[src/rtl/sar_pkg.sv]
package sar_pkg;

  typedef enum logic [1:0] {
    FMT_I2S = 2'b00,
    FMT_LJ  = 2'b01,
    FMT_RJ  = 2'b10,
    FMT_RSV = 2'b11
  } fmt_e;

  // Word length code to bit count, clipped to the bus width.
  function automatic int unsigned wl_bits(input logic [1:0] code, input int unsigned maxw);
    int unsigned r;
    case (code)
      2'b00:   r = 16;
      2'b01:   r = 20;
      2'b10:   r = 24;
      default: r = 32;
    endcase
    if (r > maxw) r = maxw;
    return r;
  endfunction

  // Frame clock level that marks the left channel depends on the framing.
  function automatic logic is_left(input fmt_e f, input logic lr);
    return (f == FMT_LJ || f == FMT_RJ) ? lr : !lr;
  endfunction

endpackage

[src/rtl/sar_sync.sv]
module sar_sync #(
  parameter int W      = 3,
  parameter int STAGES = 2
) (
  input  logic         clk,
  input  logic         rst,
  input  logic [W-1:0] d,
  output logic [W-1:0] q
);
  logic [W-1:0] chain [STAGES];

  always_ff @(posedge clk) begin
    if (rst) begin
      for (int i = 0; i < STAGES; i++) chain[i] <= '0;
    end else begin
      chain[0] <= d;
      for (int i = 1; i < STAGES; i++) chain[i] <= chain[i-1];
    end
  end

  assign q = chain[STAGES-1];
endmodule

[src/rtl/sar_edge.sv]
module sar_edge (
  input  logic clk,
  input  logic rst,
  input  logic lvl,
  output logic rise,
  output logic chg
);
  logic prev;

  always_ff @(posedge clk) begin
    if (rst) prev <= 1'b0;
    else     prev <= lvl;
  end

  assign rise = lvl & ~prev;
  assign chg  = lvl ^ prev;
endmodule

[src/rtl/sar_deser.sv]
module sar_deser
  import sar_pkg::*;
#(
  parameter int MAX_W = 32,
  localparam int CW   = $clog2(MAX_W + 1)
) (
  input  logic             clk,
  input  logic             rst,
  input  fmt_e             fmt,
  input  logic [CW-1:0]    nbits,
  input  logic             bit_rise,
  input  logic             lr_lvl,
  input  logic             lr_chg,
  input  logic             din,
  output logic             done,
  output logic             done_left,
  output logic [MAX_W-1:0] word
);
  logic [MAX_W-1:0] sreg;
  logic [MAX_W-1:0] shifted;
  logic [MAX_W-1:0] mask;
  logic [CW-1:0]    ncap;
  logic             skip_done;
  logic             delayed_fmt;
  logic             cap_en;

  assign shifted     = {sreg[MAX_W-2:0], din};
  assign delayed_fmt = (fmt == FMT_I2S) || (fmt == FMT_RSV);

  always_comb begin
    if (nbits >= CW'(MAX_W)) mask = '1;
    else                     mask = (MAX_W'(1) << nbits) - MAX_W'(1);
  end

  // Window capture for the MSB-first-at-start formats.
  assign cap_en = bit_rise && (fmt != FMT_RJ) && (ncap < nbits) &&
                  (!delayed_fmt || skip_done);

  always_ff @(posedge clk) begin
    if (rst) begin
      sreg      <= '0;
      ncap      <= '0;
      skip_done <= 1'b0;
      done      <= 1'b0;
      done_left <= 1'b0;
      word      <= '0;
    end else begin
      done <= 1'b0;
      if (lr_chg) begin
        sreg      <= '0;
        ncap      <= '0;
        skip_done <= 1'b0;
        if (fmt == FMT_RJ) begin
          // Half-frame just ended: its channel is the previous level.
          done      <= 1'b1;
          done_left <= is_left(fmt, !lr_lvl);
          word      <= sreg & mask;
        end
      end else if (bit_rise) begin
        if (fmt == FMT_RJ) begin
          sreg <= shifted;
        end else begin
          skip_done <= 1'b1;
          if (cap_en) begin
            sreg <= shifted;
            ncap <= ncap + CW'(1);
            if (ncap == nbits - CW'(1)) begin
              done      <= 1'b1;
              done_left <= is_left(fmt, lr_lvl);
              word      <= shifted;
            end
          end
        end
      end
    end
  end
endmodule

[src/rtl/ser_audio_rx.sv]
module ser_audio_rx
  import sar_pkg::*;
#(
  parameter int MAX_W       = 32,
  parameter int SYNC_STAGES = 2
) (
  input  logic             clk,
  input  logic             rst,
  input  logic             bclk_in,
  input  logic             lrclk_in,
  input  logic             sdata_in,
  input  logic [1:0]       fmt_sel,
  input  logic [1:0]       wlen_sel,
  output logic [MAX_W-1:0] left_out,
  output logic [MAX_W-1:0] right_out,
  output logic             frame_valid
);
  localparam int CW = $clog2(MAX_W + 1);

  logic [2:0]       raw, syn;
  logic             bit_rise, bit_chg_unused, lr_rise_unused, lr_chg;
  logic [CW-1:0]    nbits;
  logic             done, done_left;
  logic [MAX_W-1:0] word;
  logic [MAX_W-1:0] pend_l;
  logic             have_left;

  assign raw   = {sdata_in, lrclk_in, bclk_in};
  assign nbits = CW'(wl_bits(wlen_sel, MAX_W));

  sar_sync #(.W(3), .STAGES(SYNC_STAGES)) u_sync (
    .clk(clk), .rst(rst), .d(raw), .q(syn)
  );

  sar_edge u_bedge (
    .clk(clk), .rst(rst), .lvl(syn[0]), .rise(bit_rise), .chg(bit_chg_unused)
  );

  sar_edge u_ledge (
    .clk(clk), .rst(rst), .lvl(syn[1]), .rise(lr_rise_unused), .chg(lr_chg)
  );

  sar_deser #(.MAX_W(MAX_W)) u_deser (
    .clk(clk), .rst(rst), .fmt(fmt_e'(fmt_sel)), .nbits(nbits),
    .bit_rise(bit_rise), .lr_lvl(syn[1]), .lr_chg(lr_chg), .din(syn[2]),
    .done(done), .done_left(done_left), .word(word)
  );

  // Pair collector: a right word only publishes after a left one.
  always_ff @(posedge clk) begin
    if (rst) begin
      left_out    <= '0;
      right_out   <= '0;
      frame_valid <= 1'b0;
      pend_l      <= '0;
      have_left   <= 1'b0;
    end else begin
      frame_valid <= 1'b0;
      if (done) begin
        if (done_left) begin
          pend_l    <= word;
          have_left <= 1'b1;
        end else if (have_left) begin
          left_out    <= pend_l;
          right_out   <= word;
          frame_valid <= 1'b1;
          have_left   <= 1'b0;
        end
      end
    end
  end
endmodule

[config.mk]
export PLATFORM = sky130hd
export DESIGN_NAME = ser_audio_rx
export DESIGN_NICKNAME = d
export VERILOG_FILES = /design/src/rtl/sar_pkg.sv /design/src/rtl/sar_sync.sv /design/src/rtl/sar_edge.sv /design/src/rtl/sar_deser.sv /design/src/rtl/ser_audio_rx.sv
export SDC_FILE = /design/constraint.sdc
export NUM_CORES = 1
export LEC_CHECK = 0
export ABC_AREA = 1
export BUFFER_PORTS_ARGS = -buffer_cell sky130_fd_sc_hd__buf_2
export CORE_MARGIN = 8
export CORE_UTILIZATION = 61
export CTS_BUF_LIST = sky130_fd_sc_hd__clkbuf_2 sky130_fd_sc_hd__clkbuf_4 sky130_fd_sc_hd__clkbuf_8
export DETAILED_ROUTE_END_ITERATION = 7
export GPL_TIMING_DRIVEN = 0
export PLACE_DENSITY_LB_ADDON = 0.1
export SLEW_MARGIN = 20
export SYNTH_ARGS = -nofsm -noshare
export SYNTH_HDL_FRONTEND = slang
export SYNTH_SLANG_ARGS = --single-unit
[constraint.sdc]
create_clock -name clk -period 2.9 [get_ports clk]
set_input_delay 0.58 -clock clk [delete_from_list [all_inputs] [get_ports clk]]
set_output_delay 0.58 -clock clk [all_outputs]
set_load 0.05 [all_outputs]
==> results of run 1 <==
## synthesized netlist by cell type, types with 2 or more instances
master	number	area, um2
sky130_fd_sc_hd__nand2_1	183	686.9
sky130_fd_sc_hd__dfxtp_1	179	3583
sky130_fd_sc_hd__nor2_1	125	469.2
sky130_fd_sc_hd__a21oi_1	123	615.6
sky130_fd_sc_hd__o21ai_0	111	555.5
sky130_fd_sc_hd__inv_1	67	251.5
sky130_fd_sc_hd__nand3_1	39	195.2
sky130_fd_sc_hd__clkbuf_1	34	127.6
sky130_fd_sc_hd__nand3b_1	20	150.1
sky130_fd_sc_hd__buf_2	17	85.08
sky130_fd_sc_hd__ha_1	11	137.6
sky130_fd_sc_hd__buf_6	5	56.30
sky130_fd_sc_hd__buf_1	4	15.01
sky130_fd_sc_hd__buf_4	4	30.03
sky130_fd_sc_hd__o22ai_1	3	18.77
sky130_fd_sc_hd__xnor2_1	3	26.28
sky130_fd_sc_hd__clkinv_1	2	7.510
sky130_fd_sc_hd__inv_2	2	7.510
sky130_fd_sc_hd__nand2_2	2	12.51
sky130_fd_sc_hd__nand2_4	2	22.52
sky130_fd_sc_hd__nor2_4	2	22.52
## cells by family (layout without fill, tap and decap cells)
logic type | Yosys count | count (layout) | share of synthesized area (%)
adder cells (fa/ha/maj) | 11 | 11 | 1.930
XOR/XNOR | 4 | 4 | 0.4913
buffers and inverters | 135 | 240 | 8.140
AND/OR/NAND/NOR | 376 | 376 | 22.40
flip-flops | 179 | 179 | 50.25
AO/OA/AOI/OAI | 238 | 238 | 16.79
## path summary, 6_finish.rpt
check / cells past startpoint / end / from / slack, ns
worst min register to register: 2 / u_sync.chain[0][3]$_SDFF_PP0_ / u_sync.chain[0][0]$_SDFF_PP0_ / 0.40
worst min-delay path: 3 / u_sync.chain[0][2]$_SDFF_PP0_ / sdata_in / 0.32
worst max register to register: 8 / u_deser.sreg[15]$_SDFFE_PP0P_ / u_deser.ncap[5]$_SDFFE_PP0P_ / 0.96
worst max-delay path: 12 / u_deser.sreg[15]$_SDFFE_PP0P_ / wlen_sel[0] / 0.71
## worst register-to-register path: cells and delay by family, from the launching register on
family	cells	cell delay, ns
simple gates	4	0.61
fa+ha+maj	1	0.32
buf+inv	1	0.26
flops	1	0.35
compound gates	2	0.28
## sequential cells by signal (all words and copies together) (netlist names)
register / count
u_deser.done_left: 1
u_deser.skip_done: 1
u_ledge.prev: 1
left_out: 32
u_bedge.prev: 1
u_deser.done: 1
pend_l: 32
right_out: 32
u_sync.chain: 6
u_deser.sreg: 32
u_deser.ncap: 6
have_left: 1
frame_valid: 1
u_deser.word: 32
## power groups by stage
stage                     registers [mW]  clock network (mW)  logic, mW
after floorplan                     2.53                   0      0.154
after global placement              2.53                   0      0.206
after detailed placement            2.53                   0      0.208
after CTS                           2.47                1.73      0.209
after global routing                2.47                1.84      0.236
final                               2.47                1.72      0.209
## layout by cell type, fill, tap and decap left out, types with 3 or more instances in the layout
cell and instances:
sky130_fd_sc_hd__buf_2 90, sky130_fd_sc_hd__buf_1 4, sky130_fd_sc_hd__o22ai_1 3, sky130_fd_sc_hd__nor2_1 125, sky130_fd_sc_hd__nand3_1 39, sky130_fd_sc_hd__clkbuf_8 20
sky130_fd_sc_hd__clkbuf_1 34, sky130_fd_sc_hd__xnor2_1 3, sky130_fd_sc_hd__dfxtp_1 179, sky130_fd_sc_hd__buf_6 5, sky130_fd_sc_hd__ha_1 11, sky130_fd_sc_hd__a21oi_1 123
sky130_fd_sc_hd__nand3b_1 20, sky130_fd_sc_hd__o21ai_0 111, sky130_fd_sc_hd__clkbuf_4 4, sky130_fd_sc_hd__nand2_1 183, sky130_fd_sc_hd__clkinv_2 3, sky130_fd_sc_hd__inv_1 67
sky130_fd_sc_hd__buf_4 4
## cell type report
| type | count | area [um2] |
|---|---|---|
| clock buffer | 24 | 305.3 |
| fill | 993 | 3337 |
| multi-input combinational | 629 | 2968 |
| timing repair buffer | 73 | 365.4 |
| buffer | 64 | 314.1 |
| tap | 143 | 178.9 |
| clock inverter | 8 | 100.1 |
| inverter | 71 | 266.5 |
| sequential | 179 | 3583 |
## metal layers
metal,global-route usage [%],share of wire [%],wire (um),up-vias
li1,-,-,-,3222
met1,27.20,47,7341,2751
met2,33.37,46,7195,156
met3,3.808,6.1,959,22
met4,8.699,1.8,280,0
met5,0,0,0,-
## metrics by stage
step / hold slack, ns / worst slack (ns) / power, mW / area, um2
2_1_floorplan: 0.3883 / 0.6047 / 2.683 / 7132
3_3_place_gp: 0.3916 / 0.2485 / 2.735 / 7676
3_5_place_dp: 0.3997 / 0.2194 / 2.738 / 7676
4_1_cts: 0.3053 / 0.7130 / 4.410 / 8082
5_1_grt: 0.3105 / 0.5320 / 4.554 / 8082
6_report: 0.3193 / 0.7087 / 4.396 / 8082
==> results by group, run 1 <==
Outcome
  • Status: completed

STA
  • Setup repair after global routing missed its margin: false
  • Clock Skew: approximately 0.010 ns
  • Final worst-path cycle share: 75.56%
  • Hold Violations, Final: 0
  • Final critical delay including setup and external delays: 2.191 ns
  • Actual transition at the worst max-transition pin: roughly 0.58 ns
  • Normalized max-slew margin: a little over 60%
  • Total negative setup slack: 0 ns
  • Max Slew Vio Count: 0
  • Achievable clock frequency: ~460 MHz
  • Total setup violations reported at the end of the flow: 0

Yosys
  • Area of the mapped netlist: 7132 um2
  • Post-synthesis register bit count: 179
  • Async S/R FF share, synth: 0%
  • Register area share after synthesis: between 50% and 60%
  • Netlist cell types: 26
  • Synth Area per Inst: around 7.6 um2
  • Number of warnings reported in the yosys synthesis log: 0
  • Top_reg_cell synth: sky130_fd_sc_hd__dfxtp_1
  • Cells after Synth: 943
  • Number of flops mapped to enable cells by yosys: 0
  • Syn Nets: a little under 1000

Drt
  • Initial detailed-routing violation count: slightly above 500
  • Avg Vias per Cell: between 5 and 6
  • Number of routed nets with antenna violations: 0
  • Detailed-router iteration count before antenna repair: 5
  • Total wire length after detailed routing: approximately 16 mm
  • Detailed-route via count: approximately 6000
  • DR DRC count: 0
  • Post-DR wirelength/cell: between 10 and 15 um

Layout
  • Ant. Diodes: 0
  • Area overhead of the layout relative to synthesis: 13.32%
  • Finished Layout Cells: between 1000 and 1500
  • Fraction of layout instances using a drive strength above 1: between 10% and 20%
  • Final core area utilization: 70.78%
  • Count of nets after finishing: roughly 1100

Power and ir drop
  • Switching share of power: 22.61%
  • Portion of total power attributed to sequential cells: 56.2%
  • Combinational cell fraction of total power: 4.8%
  • Reported leakage power: ~3.5 nW
  • Max VDD drop: 0.3693 mV
  • Cell internal pwr: 3.402 mW
  • Net switching power of the design: slightly below 1 mW
  • Pwr per Cell Area: 543.9 nW/um2
  • Clock share of power: between 30% and 40%

Placement
  • Placed Cells incl. Taps: between 1000 and 1500
  • Quantity of I/O buffers inserted on ports: 73
  • DP Wirelength: around 12 mm
  • GPL Wtd Cong: 0.8505

Clock tree
  • Sink Count: around 180
  • H-tree depth: 4
  • Register clock-pin slew on the reported worst setup and hold paths: approximately 0.09 ns
  • Clock network latency to the later pin of the worst-skew pair: roughly 0.46 ns
  • Worst-case clock buffer depth: 2
  • Number of buffers inserted during clock tree synthesis: 17
  • Number of hold buffers added after CTS: 0
  • CTS tree: built
  • Root buffer cell: sky130_fd_sc_hd__clkbuf_8
  • Setup Fix Bufs, Post-CTS: 0
  • Post_cts resized: 0

Die
  • Initial Utilization: ~62%
  • Chip width: roughly 120 um
  • Io pins: 74
  • Core Rows: 39
  • Core ar.: 11420 um2
  • Die area: 15410 um2
  • Height of the chip: 124.1 um

Global routing
  • Maximum number of pins on one net before global-route repair: 17
  • Tot GR Track Use: approximately a fifth
  • Remaining global-route overflow: 0
  • Global-route wire length before repair: 25.61 mm
  • Antenna violations before repair: 0
  • Via count of the first global-routing pass: roughly 5500

Setup path
  • Slowest-stage cell, CP: sky130_fd_sc_hd__clkbuf_1
  • Critical path cell sequence: buf_2 > ha_1 > buf_4 > inv_2 > ha_1 > a21oi_1 > nand4_4 > nand2_2 > nand2_1 > clkbuf_1 > nand2_1 > a21oi_1
  • Buffers plus inverters on the worst setup path: 4
  • Cell family with the largest share of critical-path delay: buffers and inverters
  • Startpoint kind of the worst setup timing path: input port
  • Arrival time of the worst setup path: ~2.5 ns
  • Setup Crit Path Kind: in2reg
  • Top fanout value on the critical path: 10
  • Critical path's largest stage delay: approximately 0.26 ns
  • Critical Path End Type: flop
  • Required time at the endpoint of the critical path: 3.23 ns

Min path
  • Hold/Removal Path Class: in2reg

Flow run
  • Count of max-cap constraint violations: 0
Note: power is estimated with default switching activity, not from simulation.
==> run 2: changes to the inputs <==
CORE_UTILIZATION = 55   (was 61)
clock period = 2 ns   (was 2.9 ns; I/O delays follow)
==> results by group, run 2 (same netlist as run 1, synthesis figures left out) <==
Setup path
  • Critical path's largest stage delay: 0.30 ns (was 0.26 ns)
  • Required time at the endpoint of the critical path: 2.38 ns (was 3.23 ns)
  • Slowest-stage cell, CP: sky130_fd_sc_hd__ha_1 (was sky130_fd_sc_hd__clkbuf_1)
  • Critical Path End Type: flop (unchanged)
  • Arrival time of the worst setup path: 2.24 ns (was 2.52 ns)
  • Top fanout value on the critical path: 10 (unchanged)
  • Critical path cell sequence: buf_2 > ha_1 > buf_6 > inv_2 > ha_1 > nand2_1 > inv_1 > nand2_2 > nand4_4 > nand2_4 > buf_8 > buf_6 > nand3_1 > a21oi_2 (was buf_2 > ha_1 > buf_4 > inv_2 > ha_1 > a21oi_1 > nand4_4 > nand2_2 > nand2_1 > clkbuf_1 > nand2_1 > a21oi_1)
  • Startpoint kind of the worst setup timing path: input port (unchanged)
  • Setup Crit Path Kind: in2reg (unchanged)

Drt
  • Total wire length after detailed routing: 15.56 mm (was 15.78 mm)
  • DR DRC count: 0 (unchanged)
  • Avg Vias per Cell: 4.970 (was 5.165)
  • Number of routed nets with antenna violations: 0 (unchanged)
  • Detailed-router iteration count before antenna repair: 5 (unchanged)
  • Post-DR wirelength/cell: 12.78 um (was 13.25 um)
  • Initial detailed-routing violation count: 398 (was 514)
  • Detailed-route via count: 6048 (was 6151)

Global routing
  • Most crowded layer after global routing: met2 (unchanged)
  • Global-route wire length before repair: 26.03 mm (was 25.61 mm)
  • Antenna violations before repair: 0 (unchanged)
  • Routing usage on met3: 4.406% (was 3.808%)
  • Maximum number of pins on one net before global-route repair: 17 (unchanged)
  • Via count of the first global-routing pass: 5470 (was 5494)
  • Met1 Use GR: 25.36% (was 27.20%)
  • Tot GR Track Use: 19.12% (was 20.85%)
  • Remaining global-route overflow: 0 (unchanged)
  • Met2 Usage GRT: 29.65% (was 33.37%)

Placement
  • GPL Wtd Cong: 0.8105 (was 0.8505)
  • Placed Cells incl. Taps: 1188 (was 1159)
  • DP Wirelength: 11.63 mm (about the same)
  • Quantity of I/O buffers inserted on ports: 73 (unchanged)
  • Setup slack at placement: -0.3592 ns (was 0.2194 ns)

Min path
  • Hold/Removal Path Class: in2reg (unchanged)

Die
  • Initial Utilization: 56.51% (was 62.46%)
  • Io pins: 74 (unchanged)
  • Die area: 16870 um2 (was 15410 um2)
  • Core Rows: 41 (was 39)
  • Height of the chip: 129.9 um (was 124.1 um)
  • Core ar.: 12620 um2 (was 11420 um2)
  • Chip width: 129.9 um (was 124.1 um)

STA
  • Total negative setup slack: 0 ns (unchanged)
  • Normalized max-slew margin: 63.56% (was 61.40%)
  • Achievable clock frequency: around 540 MHz
  • Final WS setup: 0.1383 ns (was 0.7087 ns)
  • Hold Violations, Final: 0 (unchanged)
  • Actual transition at the worst max-transition pin: 0.5466 ns (was 0.5790 ns)
  • Final critical delay including setup and external delays: between 1.5 and 2 ns
  • Post-route worst hold slack: 0.1426 ns (was 0.3193 ns)
  • Clock Skew: 0.01367 ns (was 0.01012 ns)
  • Final worst-path cycle share: 93.08%
  • Total setup violations reported at the end of the flow: 0 (unchanged)
  • Max Slew Vio Count: 0 (unchanged)

Layout
  • Most used cells in the layout excluding fill and tap cells: sky130_fd_sc_hd__nand2_1 (182), sky130_fd_sc_hd__dfxtp_1 (176), sky130_fd_sc_hd__nor2_1 (125) (was sky130_fd_sc_hd__nand2_1 (183), sky130_fd_sc_hd__dfxtp_1 (179), sky130_fd_sc_hd__nor2_1 (125))
  • Count of nets after finishing: 1055 (unchanged)
  • Sequential cell area: 3587 um2 (was 3583 um2)
  • Fraction of layout instances using a drive strength above 1: 14.07% (was 13.45%)
  • Combined area of the multi-input logic cells: 2992 um2 (was 2968 um2)
  • Ant. Diodes: 0 (unchanged)
  • Final core area utilization: 64.54% (was 70.78%)
  • Finished Layout Cells: 1217 (was 1191)
  • Area overhead of the layout relative to synthesis: 14.21% (was 13.32%)
  • Most common cell after layout, fill and taps aside: sky130_fd_sc_hd__nand2_1 (unchanged)
  • Total of fill cells in the finished design: 1228 (was 993)

Clock tree
  • Register clock-pin slew on the reported worst setup and hold paths: 0.08 ns (was 0.09 ns)
  • Sink Count: 179 (unchanged)
  • Number of buffers inserted during clock tree synthesis: 17 (unchanged)
  • Clock network latency to the later pin of the worst-skew pair: 0.46 ns (about the same)
  • Number of hold buffers added after CTS: 0 (unchanged)
  • CTS tree: built (unchanged)
  • Root buffer cell: sky130_fd_sc_hd__clkbuf_8 (unchanged)
  • Worst-case clock buffer depth: 2 (unchanged)
  • H-tree depth: 4 (unchanged)

Outcome
  • Status: completed (unchanged)

Power and ir drop
  • Pwr per Cell Area: 771.7 nW/um2 (was 543.9 nW/um2)
  • Max VDD drop: 0.4422 mV (was 0.3693 mV)
  • Reported leakage power: 3.471 nW (was 3.475 nW)

Flow run
  • Count of max-cap constraint violations: 0 (unchanged)
==> run 2: area by class of cell <==
type                       count  share of cell area (%)
clock buffer                  21                   3.395
timing repair buffer          73                   4.485
clock inverter                 8                   1.275
sequential                   179                   44.04
tap                          172                   2.642
buffer                        64                   4.163
inverter                      71                   3.272
multi-input combinational    629                   36.73
==> run 2: per-stage QoR <==
stage | area, um2 | total power [mW]
after floorplan | 7162 | 3.897
after global placement | 7742 | 3.975
after detailed placement | 7742 | 3.979
after CTS | 8123 | 6.336
after global routing | 8145 | 6.544
final | 8145 | 6.286
==> run 2: power by group <==
| part | switching (mW) | internal, mW |
|---|---|---|
| logic | 0.213 | 0.0981 |
| registers | 0.00741 | 3.58 |
| clock network | 1.20 | 1.19 |
==> run 2: worst paths after layout <==
kind,slack (ns),cells after the start,end,start
setup / recovery,0.14,14,u_deser.sreg[18]$_SDFFE_PP0P_,wlen_sel[0]
hold / removal,0.14,3,u_sync.chain[0][2]$_SDFF_PP0_,sdata_in
setup reg to reg,0.19,10,u_deser.sreg[18]$_SDFFE_PP0P_,u_deser.ncap[5]$_SDFFE_PP0P_
hold reg to reg,0.41,2,u_sync.chain[0][3]$_SDFF_PP0_,u_sync.chain[0][0]$_SDFF_PP0_
==> run 2: worst max-delay path: cells and delay by family <==
kind            cells  cell delay, ns
buf+inv             6            0.64
simple gates        5            0.56
fa+ha+maj           2            0.49
compound gates      1            0.16
==> run 2: what timing repair did <==
action,CTS,global route
gates resized for setup,0,9
endpoints found under the setup margin,0,54
endpoints found under the hold margin,0,0
setup buffers,0,0
==> run 2: metal layers <==
layer  vias to the layer above  part of all wire [%]
met4                         0                   1.6
met1                      2675                    48
met5                         -                     0
li1                       3226                     -
met2                       127                    45
met3                        20                   5.3
==> run 3: changes to the inputs <==
CTS_BUF_LIST = sky130_fd_sc_hd__clkbuf_8   (was sky130_fd_sc_hd__clkbuf_2 sky130_fd_sc_hd__clkbuf_4 sky130_fd_sc_hd__clkbuf_8)
==> results by group, run 3 (same netlist as run 1, synthesis figures left out) <==
Layout
  • Fraction of layout instances using a drive strength above 1: 13.88% (was 14.07%)
  • Most common cell after layout, fill and taps aside: sky130_fd_sc_hd__nand2_1 (unchanged)
  • Sequential cell area: 3587 um2 (unchanged)
  • Final core area utilization: 64.49% (was 64.54%)
  • Area overhead of the layout relative to synthesis: 14.11% (was 14.21%)
  • Most used cells in the layout excluding fill and tap cells: sky130_fd_sc_hd__nand2_1 (182), sky130_fd_sc_hd__dfxtp_1 (176), sky130_fd_sc_hd__nor2_1 (125) (unchanged)
  • Combined area of the multi-input logic cells: 2992 um2 (unchanged)
  • Count of nets after finishing: 1055 (unchanged)
  • Ant. Diodes: 0 (unchanged)
  • Post-Layout Inst Area: 8138 um2 (was 8145 um2)
  • Total of fill cells in the finished design: 1232 (was 1228)
  • Finished Layout Cells: 1217 (unchanged)

STA
  • Final critical delay including setup and external delays: 1.859 ns (was 1.862 ns)
  • Hold Violations, Final: 0 (unchanged)
  • Achievable clock frequency: 538.0 MHz (was 537.1 MHz)
  • Total setup violations reported at the end of the flow: 0 (unchanged)
  • Actual transition at the worst max-transition pin: 0.5439 ns (was 0.5466 ns)
  • Final worst-path cycle share: 92.93% (was 93.08%)
  • Normalized max-slew margin: 63.74% (was 63.56%)
  • Clock Skew: 0.01378 ns (was 0.01367 ns)
  • Total negative setup slack: 0 ns (unchanged)
  • Max Slew Vio Count: 0 (unchanged)

Min path
  • Origin of the worst min-delay path: bclk_in (was sdata_in)
  • End point of the most critical hold path: u_sync.chain[0][0]$_SDFF_PP0_ (was u_sync.chain[0][2]$_SDFF_PP0_)
  • Hold/Removal Path Class: in2reg (unchanged)
  • Number of stages on the worst hold path: 3 (unchanged)

Setup path
  • Required time at the endpoint of the critical path: 2.38 ns (about the same)
  • Endpoint of the worst-slack reg-to-reg timing path: u_deser.sreg[18]$_SDFFE_PP0P_ (unchanged)
  • Setup Crit Path Kind: in2reg (unchanged)
  • Source of the critical timing path: wlen_sel[0] (unchanged)
  • Worst-case reg-to-reg path depth: 10 (unchanged)
  • FF-to-FF setup slack: 0.19 ns (about the same)
  • Arrival time of the worst setup path: 2.24 ns (about the same)
  • Critical Path End Type: flop (unchanged)
  • Startpoint kind of the worst setup timing path: input port (unchanged)
  • Reg2Reg Launch Point: u_deser.ncap[5]$_SDFFE_PP0P_ (unchanged)
  • Top fanout value on the critical path: 10 (unchanged)

Clock tree
  • Sink Count: 179 (unchanged)
  • Clock network latency to the later pin of the worst-skew pair: 0.46 ns (about the same)
  • Number of buffers inserted during clock tree synthesis: 17 (unchanged)
  • Register clock-pin slew on the reported worst setup and hold paths: 0.08 ns (about the same)
  • Worst-case clock buffer depth: 2 (unchanged)
  • H-tree depth: 4 (unchanged)
  • CTS tree: built (unchanged)
  • Root buffer cell: sky130_fd_sc_hd__clkbuf_8 (unchanged)
  • Number of hold buffers added after CTS: 0 (unchanged)

Power and ir drop
  • Reported leakage power: 3.472 nW (was 3.471 nW)
  • Max VDD drop: 0.4407 mV (was 0.4422 mV)
  • Pwr per Cell Area: 768.0 nW/um2 (was 771.7 nW/um2)
  • Total Power: 6.250 mW (was 6.286 mW)

Flow run
  • Count of max-cap constraint violations: 0 (unchanged)

Global routing
  • Remaining global-route overflow: 0 (unchanged)
  • Maximum number of pins on one net before global-route repair: 17 (unchanged)
  • Global-route wire length before repair: 26.03 mm (about the same)
  • Tot GR Track Use: 19.11% (was 19.12%)
  • Via count of the first global-routing pass: 5484 (was 5470)
  • Antenna violations before repair: 0 (unchanged)

Die
  • Core Rows: 41 (unchanged)
  • Io pins: 74 (unchanged)
  • Chip width: 129.9 um (unchanged)
  • Core ar.: 12620 um2 (unchanged)
  • Initial Utilization: 56.51% (unchanged)
  • Die area: 16870 um2 (unchanged)
  • Height of the chip: 129.9 um (unchanged)

Placement
  • GPL Wtd Cong: 0.8105 (unchanged)
  • DP Wirelength: 11.63 mm (unchanged)
  • Placed Cells incl. Taps: 1188 (unchanged)
  • Quantity of I/O buffers inserted on ports: 73 (unchanged)
  • Placed cell areas: 7742 um2 (unchanged)

Drt
  • Initial detailed-routing violation count: 404 (was 398)
  • Avg Vias per Cell: 4.975 (was 4.970)
  • Post-DR wirelength/cell: 12.78 um (about the same)
  • Total wire length after detailed routing: 15.55 mm (was 15.56 mm)
  • Detailed-route via count: 6055 (was 6048)
  • Number of routed nets with antenna violations: 0 (unchanged)
  • Detailed-router iteration count before antenna repair: 5 (unchanged)
  • DR DRC count: 0 (unchanged)

Outcome
  • Status: completed (unchanged)
==> run 3: cell count changes in the layout (fill, tap and decap cells not counted) <==
cell,change
sky130_fd_sc_hd__inv_1,+2
sky130_fd_sc_hd__clkbuf_4,-2
==> run 3: metal layers <==
layer	global-route usage, %	share of wire, %
met5	0	0
met4	7.787	1.9
met3	4.406	5.2
met2	29.49	44
met1	25.31	49
==> run 3: worst max-delay path by stage <==
stage,to,slack [ns]
floorplan,u_deser.word[10]$_SDFFE_PP0P_,0.01
CTS,u_deser.word[25]$_SDFFE_PP0P_,0.09
finish,u_deser.sreg[18]$_SDFFE_PP0P_,0.14
global route,u_deser.sreg[18]$_SDFFE_PP0P_,-0.0005
global placement,u_deser.sreg[13]$_SDFFE_PP0P_,-0.33
detailed placement,u_deser.word[14]$_SDFFE_PP0P_,-0.36
==> run 3: final cells by class <==
class | instances | share of cell area (%)
tap | 172 | 2.645
inverter | 71 | 3.275
timing repair buffer | 73 | 4.490
clock buffer | 19 | 3.213
sequential | 179 | 44.08
multi-input combinational | 629 | 36.76
buffer | 64 | 4.167
clock inverter | 10 | 1.368
==> run 3: repair_timing <==
action | CTS | global route
resized for setup | 0 | 9
setup endpoints to repair | 0 | 54
hold endpoints to repair | 0 | 0
buffers inserted | 0 | 0
==> run 3: metrics by stage <==
stage | setup slack [ns] | hold slack [ns]
final | 0.1413 | 0.1427
after CTS | 0.08764 | 0.1167
after global placement | -0.3331 | 0.3931
after global routing | -0.0004805 | 0.1273
after detailed placement | -0.3592 | 0.3979
after floorplan | 0.01489 | 0.3883
==> run 3: power by group <==
group	switching, mW	internal [mW]	total (mW)
sequential	0.00735	3.58	3.58
clock	1.21	1.15	2.35
combinational	0.214	0.0981	0.312
total	1.43	4.82	6.25
==> run 3: critical path, stage by stage <==
cell	delay (ns)
sky130_fd_sc_hd__buf_2	0.11
sky130_fd_sc_hd__ha_1	0.19
sky130_fd_sc_hd__buf_6	0.15
sky130_fd_sc_hd__inv_2	0.05
sky130_fd_sc_hd__ha_1	0.30
sky130_fd_sc_hd__nand2_1	0.07
sky130_fd_sc_hd__inv_1	0.04
sky130_fd_sc_hd__nand2_2	0.08
sky130_fd_sc_hd__nand4_4	0.17
sky130_fd_sc_hd__nand2_4	0.13
sky130_fd_sc_hd__buf_8	0.15
sky130_fd_sc_hd__buf_6	0.14
sky130_fd_sc_hd__nand3_1	0.10
sky130_fd_sc_hd__a21oi_2	0.15
